===== config.mk =====
export PLATFORM = sky130hd
export DESIGN_NAME = seqMul
export DESIGN_NICKNAME = d
export VERILOG_FILES = /design/src/rtl/seqMulPkg.sv /design/src/rtl/seqMulCtrl.sv /design/src/rtl/seqMulDatapath.sv /design/src/rtl/seqMul.sv
export SDC_FILE = /design/constraint.sdc
export NUM_CORES = 1
export LEC_CHECK = 0
export BUFFER_PORTS_ARGS = -buffer_cell sky130_fd_sc_hd__buf_4
export CAP_MARGIN = 20
export CORE_MARGIN = 5
export CORE_UTILIZATION = 39
export DETAILED_ROUTE_END_ITERATION = 8
export PLACE_DENSITY = 0.7
export SLEW_MARGIN = 10
export SYNTH_ARGS = -nofsm -noshare
export SYNTH_HDL_FRONTEND = slang
export SYNTH_HIERARCHICAL = 1
export SYNTH_SLANG_ARGS = --single-unit
export TNS_END_PERCENT = 50

===== constraint.sdc =====
create_clock -name clk -period 6.4 [get_ports clk]
set_input_delay 0 -clock clk [delete_from_list [all_inputs] [get_ports clk]]
set_output_delay 0 -clock clk [all_outputs]
set_load 0.005 [all_outputs]

===== src/rtl/seqMulPkg.sv =====
package seqMulPkg;
  typedef struct packed {
    logic load;
    logic addPhase;
    logic shiftPhase;
    logic lastStep;
  } mulCtl_t;
endpackage


===== src/rtl/seqMulCtrl.sv =====
module seqMulCtrl
  import seqMulPkg::*;
#(
  parameter int WIDTH = 4
) (
  input  logic    clk,
  input  logic    rstN,
  input  logic    start,
  output mulCtl_t ctl,
  output logic    busy,
  output logic    done
);
  localparam int CW = (WIDTH > 1) ? $clog2(WIDTH) : 1;
  localparam logic [CW-1:0] LAST = CW'(WIDTH - 1);

  typedef enum logic [1:0] {
    ST_IDLE  = 2'd0,
    ST_ADD   = 2'd1,
    ST_SHIFT = 2'd2
  } mulState_t;

  mulState_t state;
  logic [CW-1:0] stepCnt;

  always_comb begin
    ctl.load       = (state == ST_IDLE) && start;
    ctl.addPhase   = (state == ST_ADD);
    ctl.shiftPhase = (state == ST_SHIFT);
    ctl.lastStep   = (stepCnt == LAST);
  end

  assign busy = (state != ST_IDLE);

  always_ff @(posedge clk or negedge rstN) begin
    if (!rstN) begin
      state   <= ST_IDLE;
      stepCnt <= '0;
      done    <= 1'b0;
    end else begin
      done <= 1'b0;
      unique case (state)
        ST_IDLE: begin
          if (start) begin
            state   <= ST_ADD;
            stepCnt <= '0;
          end
        end
        ST_ADD: state <= ST_SHIFT;
        ST_SHIFT: begin
          stepCnt <= stepCnt + 1'b1;
          if (stepCnt == LAST) begin
            state <= ST_IDLE;
            done  <= 1'b1;
          end else begin
            state <= ST_ADD;
          end
        end
        default: state <= ST_IDLE;
      endcase
    end
  end
endmodule


===== src/rtl/seqMulDatapath.sv =====
module seqMulDatapath
  import seqMulPkg::*;
#(
  parameter int WIDTH = 4
) (
  input  logic               clk,
  input  logic               rstN,
  input  mulCtl_t            ctl,
  input  logic               signedMode,
  input  logic [WIDTH-1:0]   multiplicand,
  input  logic [WIDTH-1:0]   multiplier,
  output logic [2*WIDTH-1:0] product
);
  localparam int PW = 2 * WIDTH;

  logic [PW-1:0]    mcandReg;
  logic [WIDTH-1:0] mplierReg;
  logic [PW-1:0]    prodReg;
  logic             signReg;
  logic [PW-1:0]    mcandExt;
  logic [PW-1:0]    sumVal;

  assign mcandExt = {{WIDTH{signedMode & multiplicand[WIDTH-1]}}, multiplicand};
  assign sumVal   = (ctl.lastStep && signReg) ? (prodReg - mcandReg)
                                              : (prodReg + mcandReg);
  assign product  = prodReg;

  always_ff @(posedge clk or negedge rstN) begin
    if (!rstN) begin
      mcandReg  <= '0;
      mplierReg <= '0;
      prodReg   <= '0;
      signReg   <= 1'b0;
    end else if (ctl.load) begin
      mcandReg  <= mcandExt;
      mplierReg <= multiplier;
      prodReg   <= '0;
      signReg   <= signedMode;
    end else begin
      if (ctl.addPhase && mplierReg[0]) prodReg <= sumVal;
      if (ctl.shiftPhase) begin
        mcandReg  <= {mcandReg[PW-2:0], 1'b0};
        mplierReg <= {1'b0, mplierReg[WIDTH-1:1]};
      end
    end
  end
endmodule


===== src/rtl/seqMul.sv =====
module seqMul
  import seqMulPkg::*;
#(
  parameter int WIDTH = 4
) (
  input  logic               clk,
  input  logic               rstN,
  input  logic               start,
  input  logic               signedMode,
  input  logic [WIDTH-1:0]   multiplicand,
  input  logic [WIDTH-1:0]   multiplier,
  output logic               busy,
  output logic               done,
  output logic [2*WIDTH-1:0] product
);
  mulCtl_t ctl;

  seqMulCtrl #(.WIDTH(WIDTH)) i_ctrl (
    .clk(clk), .rstN(rstN), .start(start),
    .ctl(ctl), .busy(busy), .done(done)
  );

  seqMulDatapath #(.WIDTH(WIDTH)) i_dp (
    .clk(clk), .rstN(rstN), .ctl(ctl), .signedMode(signedMode),
    .multiplicand(multiplicand), .multiplier(multiplier), .product(product)
  );
endmodule


==> results.toml, run 1 <==
[status]
status = "complete, no violations"

[synthesis]
ys_types = 43
syn_area_per_cell_um2 = 9.53
ys_ff_latch = 26
synth_common_cells = "dfrtp_1, nand2_1, a21oi_1"
yosys-top-cells-area = "dfrtp_1, ha_1, mux2i_1, a21oi_1, nand2_1"
synth_fp_nets = 185
yosysTopAreaCellShare_pct = 41.9
synth_top_family_by_area = "simple AND/OR/NAND/NOR gates"
synth_compound_area_share_pct = 15.0
synth-simple-area-share_pct = 16.8
synth_top_area_cell = "dfrtp_1"
netlist_area_um2 = 1550
synth-xor-area-share_pct = 5.08
synthMuxAreaShare_pct = 7.90
yosysMostFrequentCell = "dfrtp_1"
netlist_instances = 163
synth-async-reset-ratio_pct = 100
synth_edf_count = 0
seq_area_frac_synth_pct = 41.9
yosysWarnings = 6
synth_ff_type = "dfrtp_1"
synthAdderAreaFrac_pct = 8.54

[clock_tree]
numClockSinks = 26
cts_tree = "yes"
clock_latency_ns = 0.27
post_cts_buffers = 0
clk_path_buf_depth = 2
cts_made_buffers = 3
path_clk_slew_ns = 0.09
clock_tree.htree_level_count = 1
root_buffer = "clkbuf_8"

[worst_setup_path]
rrSetupSlack_ns = 3.82
required_ns = 6.60
cp-start-kind = "flop"
critical_path_class = "reg2reg"
r2r_cells = 11
cp_max_fo = 6
endpoint_kind = "flop"
arrival_ns = 2.78

[grt]
antenna_found_initial = 0
track_usage_pct = 13.0
grt_max_degree = 28
grt_pass1_wl_um = 5530
grt-ovfl-total = 0
grt_pass1_vias = 1280

[layout]
drive_above_1_share_pct = 18.7
diodes = 0
fin_nets = 216
syn_to_final_growth_pct = 23.1

[placement]
place_congestion = 0.801
dp_hpwl_um = 2140
io_buffers = 21

[floorplan]
fp.dieH_um = 73.1
ios = 22
chipWidth_um = 73.1
rows = 23
die-area_um2 = 5340
design.core.area_um2 = 3940
initial_core_util_pct = 39.4

[timing]
min_period_over_period_pct = 40.3
period_minus_slack_ns = 2.58
maxSlewViolCount = 0
rsz0062_at_grt = "no"
finalSetupViolations = 0
hold_viol = 0
tightest_slew_ns = 0.812
fin_setup_tns_ns = 0
timing.slew.headroom_pct = 45.6
finalClockSkew_ns = 0.0104
max_freq_mhz = 388

[route]
drt_iter0_drc = 38
vias = 1194
drc_errors = 0
firstDrtPassIters = 4
drt_wl_total_um = 2960
detail-route-antenna-nets = 0
viasPerCell = 4.91
wire_per_inst_um = 12.2

[power_and_ir_drop]
ir_worst_vdd_mv = 0.209
p_total_mw = 0.951
p_per_area_nw_per_um2 = 498
p_leak_nw = 0.872

[flow_run]
drv_cap = 0

[worst_hold_path]
hold_class = "in2async"
==> area by class of cell <==
type,count,area [um2]
fillers,376,2030
repair buffers,33,275
clock buffers,4,55.1
well taps,50,62.6
flip-flops and latches,26,651
multi-input cells,119,827
inverters,11,41.3
==> where the power goes <==
part	switching, mW	leakage (nW)	internal, mW
Clock	0.0506	0.0288	0.0549
Combinational	0.275	0.512	0.268
Sequential	0.0700	0.331	0.233
==> cell families (layout without fill, tap and decap cells) <==
family / after synthesis / after routing
DFF: 26 / 26
xor gates and xnor gates: 9 / 9
and+or+nand+nor: 49 / 49
AOI/OAI and AO/OA: 39 / 39
buffers and inverters: 18 / 48
adders and majority gates: 10 / 10
muxes: 12 / 12
==> repair_timing <==
item,CTS,global route
setup endpoints to repair,0,0
hold buffers,11,0
endpoints found under the hold margin,36,0
resized for setup,0,0
==> path summary, 6_finish.rpt <==
kind                                        start                end
worst max register to register  i_ctrl/stepCnt[0]    i_dp/product[7]
max in group asynchronous                    rstN   i_dp/mcandReg[7]
worst min register to register  i_ctrl/stepCnt[1]  i_ctrl/stepCnt[1]
min in group clk                  multiplicand[0]   i_dp/mcandReg[0]
worst min-delay path                         rstN    i_dp/product[1]
worst max-delay path            i_ctrl/stepCnt[0]    i_dp/product[7]
==> layout by cell type (no fill, tap or decap), types with 2 or more instances in the layout <==
cell and count:
xnor2_1 7, inv_1 9, buf_4 22, ha_1 9, clkbuf_8 4, mux2i_1 10
and2_1 2, dlygate4sd3_1 11, a21oi_1 14, nand2_1 18, nor2_1 7, inv_2 2
a31oi_1 4, a211oi_1 2, nand2b_1 2, and2b_2 2, a21o_1 2, xor2_1 2
nor2b_1 2, dfrtp_1 26, nand3_1 2, o21ai_1 10, or3_1 2, nor3_1 3
==> per-layer routing <==
metal,up-vias,GRT usage [%],wire (um)
li1,629,-,-
met1,545,17.1,1490
met2,18,21.4,1320
met3,2,3.03,137
met4,0,3.48,23
met5,-,0,0
==> critical path, stage by stage (launching register included) <==
cell and delay, ns:
dfrtp_1 0.39, ha_1 0.24, and2_4 0.19, a31oi_1 0.16, xnor2_1 0.14, ha_1 0.29
a21o_1 0.19, a31o_2 0.24, a21oi_1 0.14, xnor2_1 0.09, or3_1 0.30, a21oi_1 0.14
==> state kept, by name, summed over array words and instances, names as in the netlist <==
register,flops
i_dp/product,8
i_dp/mcandReg,8
i_dp/signReg,1
i_ctrl/done,1
i_ctrl/stepCnt,2
i_dp/mplierReg,4
i_ctrl/state,2
==> stage by stage <==
stage	hold slack, ns	util (%)	setup WS (ns)	area [um2]	std cells
2_1_floorplan	-0.296	-	3.86	1550	163
3_3_place_gp	-0.0718	44.3	3.88	1750	228
3_5_place_dp	-0.0656	44.3	3.84	1750	228
4_1_cts	0.179	48.5	3.82	1910	243
5_1_grt	0.214	48.5	3.61	1910	243
6_report	0.166	48.5	3.82	1910	243
Note: power is estimated with default switching activity, not from simulation.
==> run 2: changes to the inputs <==
clock period = 2.6 ns   (was 6.4 ns; I/O delays follow)
==> results.toml, run 2 (same netlist as run 1, synthesis figures left out) <==
[status]
status = "complete, no violations"

[power_and_ir_drop]
p_total_mw = 2.60
ir_worst_vdd_mv = 0.522
p_per_area_nw_per_um2 = 1290
p_leak_nw = 0.915

[clock_tree]
clock_latency_ns = 0.28
path_clk_slew_ns = 0.10
root_buffer = "clkbuf_8"
clk_path_buf_depth = 2
cts_tree = "yes"
numClockSinks = 26
cts_made_buffers = 3
clock_tree.htree_level_count = 1

[timing]
period_minus_slack_ns = 2.50
maxSlewViolCount = 0
fin_setup_tns_ns = 0
finalClockSkew_ns = 0.00886
timing.slew.headroom_pct = 52.5
holdWs_ns = 0.153
max_freq_mhz = 401
rsz0062_at_grt = "yes"
setup_slack_ns = 0.105
tightest_slew_ns = 0.710
hold_viol = 0
finalSetupViolations = 0
min_period_over_period_pct = 96.0

[worst_setup_path]
cp_max_fo = 6
endpoint_kind = "flop"
r2r_cells = 11
r2r-start = "i_ctrl/stepCnt[0]"
arrival_ns = 2.71
required_ns = 2.81
worstReg2RegEnd = "i_dp/product[7]"
critical_path_class = "reg2reg"
cp-start-kind = "flop"
rrSetupSlack_ns = 0.10

[worst_hold_path]
hold_class = "in2async"

[floorplan]
initial_core_util_pct = 39.4
die-area_um2 = 5340
design.core.area_um2 = 3940
ios = 22
chipWidth_um = 73.1
fp.dieH_um = 73.1
rows = 23

[layout]
final_cell_mix = "buf_4, dfrtp_1, nand2_1, a21oi_1, dlygate4sd3_1"
final_common_cell = "buf_4"
syn_to_final_growth_pct = 29.7
diodes = 0
drive_above_1_share_pct = 25.5
fin_nets = 223

[route]
wire_per_inst_um = 12.5
drt_iter0_drc = 44
drc_errors = 0
drt_wl_total_um = 3120
viasPerCell = 4.91
firstDrtPassIters = 4
detail-route-antenna-nets = 0
vias = 1227

[flow_run]
drv_cap = 0

[grt]
grt_max_degree = 27
grt-ovfl-total = 0
grt_pass1_vias = 1222
antenna_found_initial = 0
grt_pass1_wl_um = 5510
track_usage_pct = 13.3

[placement]
io_buffers = 21
dp_hpwl_um = 2330
dp_slack_ns = 0.0650
place_congestion = 0.846
## run 2: worst max-delay path, cell delays in order (launching register included)
cell,delay [ns]
dfrtp_1,0.40
ha_2,0.21
and2_4,0.19
a31oi_2,0.15
xnor2_1,0.13
ha_1,0.26
a21o_1,0.18
a31o_2,0.25
a21oi_2,0.11
xnor2_1,0.08
or3_1,0.33
a21oi_2,0.13
## run 2: report_power, final
part           switching (mW)  total, mW  internal, mW
clock network           0.135      0.341         0.206
logic                   0.750       1.52         0.768
registers               0.163      0.737         0.574
## run 2: repair_timing
action,CTS,global route
resized for setup,0,8
endpoints found under the setup margin,0,2
setup buffers,0,1
hold buffers,11,0
hold endpoints to repair,36,0
## run 2: layout make-up
| class | count | area, um2 |
|---|---|---|
| inverter | 11 | 41.3 |
| multi-input combinational | 119 | 860 |
| tap | 50 | 62.6 |
| clock buffer | 3 | 41.3 |
| timing repair buffer | 40 | 328 |
| clock inverter | 1 | 30.0 |
| fill | 366 | 1930 |
| sequential | 26 | 651 |
## run 2: layer usage
| metal | share of wire, % | vias up | global-route usage (%) |
|---|---|---|---|
| met5 | 0 | - | 0 |
| met4 | 1.7 | 0 | 5.53 |
| met3 | 4.2 | 5 | 2.48 |
| met2 | 46 | 19 | 22.0 |
| met1 | 48 | 566 | 16.8 |
| li1 | - | 637 | - |
## run 2: worst max-delay path by stage
| stage | cells after the start | to | start | slack (ns) |
|---|---|---|---|---|
| 6_report | 11 | i_dp/product[7] | i_ctrl/stepCnt[0] | 0.10 |
| 3_5_place_dp | 11 | i_dp/product[7] | i_ctrl/stepCnt[0] | 0.06 |
| 5_1_grt | 11 | i_dp/product[7] | i_ctrl/stepCnt[0] | -0.04 |
| 4_1_cts | 11 | i_dp/product[7] | i_ctrl/stepCnt[0] | 0.02 |
| 2_1_floorplan | 12 | i_dp/product[7] | i_ctrl/stepCnt[0] | 0.06 |
| 3_3_place_gp | 11 | i_dp/product[7] | i_ctrl/stepCnt[0] | 0.11 |
## run 2: stage by stage
step / utilization, % / cell area (um2) / std cells
global route: 51.1 / 2010 / 250
global placement: 45.4 / 1790 / 234
finish: 51.1 / 2010 / 250
detailed placement: 45.4 / 1790 / 234
CTS: 50.0 / 1970 / 249
floorplan: - / 1550 / 163
